===== config.mk =====
export PLATFORM = sky130hd
export DESIGN_NAME = mbj_next_pc
export DESIGN_NICKNAME = d
export VERILOG_FILES = /design/src/rtl/mbj_pkg.sv /design/src/rtl/mbj_decode.sv /design/src/rtl/mbj_cond.sv /design/src/rtl/mbj_target.sv /design/src/rtl/mbj_next_pc.sv
export SDC_FILE = /design/constraint.sdc
export NUM_CORES = 1
export LEC_CHECK = 0
export BUFFER_PORTS_ARGS = -buffer_cell sky130_fd_sc_hd__buf_2
export CAP_MARGIN = 25
export CORE_MARGIN = 2
export CORE_UTILIZATION = 48
export DETAILED_ROUTE_END_ITERATION = 6
export PLACE_DENSITY = 0.95
export SLEW_MARGIN = 20
export SYNTH_ARGS = -nofsm -noshare
export SYNTH_HDL_FRONTEND = slang
export SYNTH_SLANG_ARGS = --single-unit

===== constraint.sdc =====
create_clock -name vclk -period 5
set_clock_uncertainty 0.05 [all_clocks]
set_input_delay 0.75 -clock vclk [all_inputs]
set_output_delay 0.75 -clock vclk [all_outputs]
set_load 0.02 [all_outputs]

===== src/rtl/mbj_pkg.sv =====
package mbj_pkg;
  localparam int OPC_W     = 6;
  localparam int REG_IDX_W = 5;
  localparam int IMM_W     = 16;
  localparam int JIDX_W    = 26;
  localparam int OPC_LSB   = 26;
  localparam int RS_LSB    = 21;
  localparam int RT_LSB    = 16;

  localparam logic [OPC_W-1:0] OPC_SPECIAL = 6'h00;
  localparam logic [OPC_W-1:0] OPC_JAL     = 6'h03;
  localparam logic [OPC_W-1:0] OPC_BNE     = 6'h05;
  localparam logic [OPC_W-1:0] OPC_BLEZ    = 6'h06;
  localparam logic [OPC_W-1:0] FN_JR       = 6'h08;

  typedef enum logic [2:0] {
    K_SEQ,
    K_JR,
    K_JAL,
    K_BNE,
    K_BLEZ
  } ctl_kind_e;
endpackage


===== src/rtl/mbj_decode.sv =====
module mbj_decode
  import mbj_pkg::*;
#(
  parameter int W = 32
) (
  input  logic [W-1:0]         instr,
  output ctl_kind_e            kind,
  output logic [REG_IDX_W-1:0] rs_idx,
  output logic [REG_IDX_W-1:0] rt_idx,
  output logic [IMM_W-1:0]     imm,
  output logic [JIDX_W-1:0]    jidx
);
  logic [OPC_W-1:0] opc;
  logic [OPC_W-1:0] fn;

  always_comb begin
    opc    = instr[OPC_LSB +: OPC_W];
    fn     = instr[OPC_W-1:0];
    rs_idx = instr[RS_LSB +: REG_IDX_W];
    rt_idx = instr[RT_LSB +: REG_IDX_W];
    imm    = instr[IMM_W-1:0];
    jidx   = instr[JIDX_W-1:0];
  end

  always_comb begin
    kind = K_SEQ;
    unique case (opc)
      OPC_SPECIAL: if (fn == FN_JR) kind = K_JR;
      OPC_JAL:     kind = K_JAL;
      OPC_BNE:     kind = K_BNE;
      OPC_BLEZ:    kind = K_BLEZ;
      default:     kind = K_SEQ;
    endcase
  end
endmodule


===== src/rtl/mbj_cond.sv =====
module mbj_cond
  import mbj_pkg::*;
#(
  parameter int W = 32
) (
  input  ctl_kind_e    kind,
  input  logic [W-1:0] rs_val,
  input  logic [W-1:0] rt_val,
  output logic         taken
);
  logic differ;
  logic le_zero;

  always_comb begin
    differ  = (rs_val != rt_val);
    le_zero = rs_val[W-1] | (rs_val == '0);
    case (kind)
      K_BNE:   taken = differ;
      K_BLEZ:  taken = le_zero;
      default: taken = 1'b0;
    endcase
  end
endmodule


===== src/rtl/mbj_target.sv =====
module mbj_target
  import mbj_pkg::*;
#(
  parameter int W = 32
) (
  input  logic [W-1:0]      cur_pc,
  input  ctl_kind_e         kind,
  input  logic              taken,
  input  logic [IMM_W-1:0]  imm,
  input  logic [JIDX_W-1:0] jidx,
  input  logic [W-1:0]      rs_val,
  output logic [W-1:0]      pc_plus4,
  output logic [W-1:0]      pc_plus8,
  output logic [W-1:0]      next_pc
);
  localparam int JLOW_W = JIDX_W + 2;
  localparam int EXT_W  = W - IMM_W - 2;
  localparam logic [W-1:0] WORD  = W'(4);
  localparam logic [W-1:0] DWORD = W'(8);

  logic [W-1:0] br_off;
  logic [W-1:0] br_tgt;
  logic [W-1:0] jmp_tgt;

  always_comb begin
    pc_plus4 = cur_pc + WORD;
    pc_plus8 = cur_pc + DWORD;
    br_off   = {{EXT_W{imm[IMM_W-1]}}, imm, 2'b00};
    br_tgt   = pc_plus4 + br_off;
    jmp_tgt  = {pc_plus4[W-1:JLOW_W], jidx, 2'b00};
  end

  always_comb begin
    case (kind)
      K_JR:           next_pc = rs_val;
      K_JAL:          next_pc = jmp_tgt;
      K_BNE, K_BLEZ:  next_pc = taken ? br_tgt : pc_plus4;
      default:        next_pc = pc_plus4;
    endcase
  end
endmodule


===== src/rtl/mbj_next_pc.sv =====
module mbj_next_pc
  import mbj_pkg::*;
#(
  parameter int W = 32
) (
  input  logic [31:0] cur_pc,
  input  logic [31:0] instr,
  input  logic [31:0] rs_val,
  input  logic [31:0] rt_val,
  input  logic        delay_slot_en,
  output logic [4:0]  rs_idx,
  output logic [4:0]  rt_idx,
  output logic [31:0] next_pc,
  output logic        link_we,
  output logic [31:0] link_data
);
  ctl_kind_e          kind;
  logic [IMM_W-1:0]   imm;
  logic [JIDX_W-1:0]  jidx;
  logic               taken;
  logic [W-1:0]       pc_plus4;
  logic [W-1:0]       pc_plus8;

  mbj_decode #(.W(W)) u_dec (
    .instr  (instr),
    .kind   (kind),
    .rs_idx (rs_idx),
    .rt_idx (rt_idx),
    .imm    (imm),
    .jidx   (jidx)
  );

  mbj_cond #(.W(W)) u_cond (
    .kind   (kind),
    .rs_val (rs_val),
    .rt_val (rt_val),
    .taken  (taken)
  );

  mbj_target #(.W(W)) u_tgt (
    .cur_pc   (cur_pc),
    .kind     (kind),
    .taken    (taken),
    .imm      (imm),
    .jidx     (jidx),
    .rs_val   (rs_val),
    .pc_plus4 (pc_plus4),
    .pc_plus8 (pc_plus8),
    .next_pc  (next_pc)
  );

  always_comb begin
    link_we   = (kind == K_JAL);
    link_data = '0;
    if (link_we) link_data = delay_slot_en ? pc_plus8 : pc_plus4;
  end
endmodule


==> impl_metrics.yaml <==
min_path:
  hold_class: "input port to primary output"
detailed_routing:
  vias: 5559
  drcViolationCount: 0
  wl_um: 16200
  highest_layer: "met4"
  wl_met2_um: 7120
  viasPerCell: 6.23
  wl_met3_um: 1870
  drtPass1Iterations: 7
  wl_per_cell_um: 18.1
  ant_nets: 0
  wl_met1_um: 6070
  drt-initial-drc-count: 635
grt:
  overflow: 0
  antenna_found_initial: 1
  grt_max_degree: 35
  grt_pass1_vias: 4929
  grt_usage_pct: 32.9
  grt_pass1_wl_um: 23500
pwr:
  ir_drop_v: 0.0000296
  leakagePower_nw: 2.45
  total_power_mw: 0.516
  power_frac_comb_pct: 100.0
  pwr-share-clk_pct: 0
  p_seq_share_pct: 0
  swShare_pct: 57.8
  power.internal_mw: 0.218
  switchingPower_mw: 0.299
  power_density_mw_per_mm2: 97.8
status:
  status: "complete, no violations"
finish:
  fin_nets: 957
  multiInputGateArea_mm2: 0.00380
  mostFrequentLayoutCell: "buf_2"
  area_growth_pct: 36.7
  diodes: 0
  regArea_um2: 0
  layout-drive-gt1-share_pct: 35.2
  fillers: 667
  clkbuf_count: 0
  flops_and_latches: 0
  final_cell_mix: "198 x buf_2, 67 x xor2_1, 58 x nor2_1"
synth:
  synthDominantCellAreaShare_pct: 15.4
  avgSynthCellArea_um2: 6.54
  yosys.area.top_type: "xor2_1"
  synth_cells: 591
  syn_area_mm2: 0.00386
  synthesis.nets: 756
  ys.warnings.count: 0
  ys_top_cells_by_area: "xor2_1 15%, ha_1 11%, xnor2_1 8.2%"
  ys_types: 55
  ys_seq_area_share_pct: 0
critical_path:
  slowest_stage: "ha_1"
  cpPeakStageDelay_ps: 330
  crit_chain: "buf_6 > ha_4 > nand3_4 > or2_4 > nor2_4 > nand3_2 > xnor2_2 > ha_1 > and3_4 > a221o_1 > a21oi_2 > o21ai_2 > a21oi_4 > o21ai_2 > buf_4 > buf_4 > o21ai_0 > xor2_1 > o21ai_0 > buf_2"
  path_class: "input port to primary output"
  crit_path_end_kind: "primary output"
  worstPathArrival_ps: 4120
  crit_fanout: 6
  worst-endpoint-required_ps: 4200
  cp-start-kind: "input port"
timing:
  tightest_slew_ps: 698
  finalCritPeriodShare_pct: 98.3
  rsz0062_at_grt: "yes"
  hold_viol: 0
  slew_viol_final: 0
  slew_headroom_pct: 53.2
  setup_viol: 0
  period_minus_slack_ps: 4920
  fmax_mhz: 203
  holdWs_ps: 1680
clock_network:
  cts_hold_buf: 0
placement:
  hpwl_um: 12800
  io_buffers: 204
  gp_congestion: 1.15
floorplan:
  die_area_mm2: 0.00879
  die_x_um: 93.7
  core-area_mm2: 0.00777
  initial_utilization_pct: 49.8
  num_rows: 32
  io_pins: 204
  die_h_um: 93.7
flow_run:
  cap_violations: 0
Yosys cell counts, drive strengths merged (6+ instances only):
library cell   n
nand4         17
o211ai        19
buf           12
inv           10
xnor2         36
nor2b          6
o21a           6
clkbuf        29
a21oi         41
xor2          68
o21ai         45
nor4          17
or3           10
a222oi         8
ha            35
a22oi         21
nor3           9
nand3         34
nor2          63
nand2         50
cells by family (layout without fill, tap and decap cells):
logic type	Yosys count	count (layout)	share of synthesized area (%)
AND/OR/NAND/NOR	230	230	29.1
AO/OA/AOI/OAI	167	167	28.6
XOR/XNOR	104	104	23.6
buffers and inverters	51	250	6.02
adder cells (fa/ha/maj)	36	36	11.8
multiplexers	3	3	0.809
final timing paths:
path          end      start  slack [ps]  depth (start not counted)
max   next_pc[26]  cur_pc[3]          80                         20
min     rt_idx[0]  instr[16]        1680                          2
what timing repair did:
action / 4_1_cts / 5_1_grt
hold endpoints to repair: 0 / 0
pin swaps: 0 / 25
gates cloned: 0 / 0
setup endpoints to repair: 3 / 8
buffers inserted: 0 / 5
gates resized for setup: 3 / 40
metal layers:
layer / GRT usage, % / vias to the layer above
met5: 0 / -
met2: 55.5 / 422
met1: 41.4 / 2465
li1: - / 2576
met4: 13.2 / 0
met3: 5.70 / 96
critical path: cells and delay by family:
family                   cells  cell delay (ps)
XOR/XNOR                     2              430
AO/OA/AOI/OAI                7             1110
buffers and inverters        4              550
adder cells (fa/ha/maj)      2              480
AND/OR/NAND/NOR              5              800
metrics by stage:
step / cells / instance area, um2 / worst slack (ps) / TNS (ps) / util (%)
2_1_floorplan: 591 / 3870 / 78.6 / 0 / -
3_3_place_gp: 887 / 5060 / 55.6 / 0 / 65.1
3_5_place_dp: 887 / 5060 / -79.9 / -111 / 65.1
4_1_cts: 887 / 5070 / 41.4 / 0 / 65.3
5_1_grt: 892 / 5280 / -135 / -337 / 68.0
6_report: 892 / 5280 / 84.6 / 0 / 68.0
power groups by stage:
stage | registers [mW] | logic [mW] | clock network [mW]
final | 0 | 0.516 | 0
after global routing | 0 | 0.555 | 0
after CTS | 0 | 0.481 | 0
after detailed placement | 0 | 0.477 | 0
after global placement | 0 | 0.467 | 0
after floorplan | 0 | 0.297 | 0
cell type report:
type                            instances  area share [%]
Inverter                               10           0.710
Timing Repair Buffer                  240            24.9
Multi-Input combinational cell        540            72.0
Tap cell                              102            2.42
No activity file was read; power rests on OpenSTA's default activity.
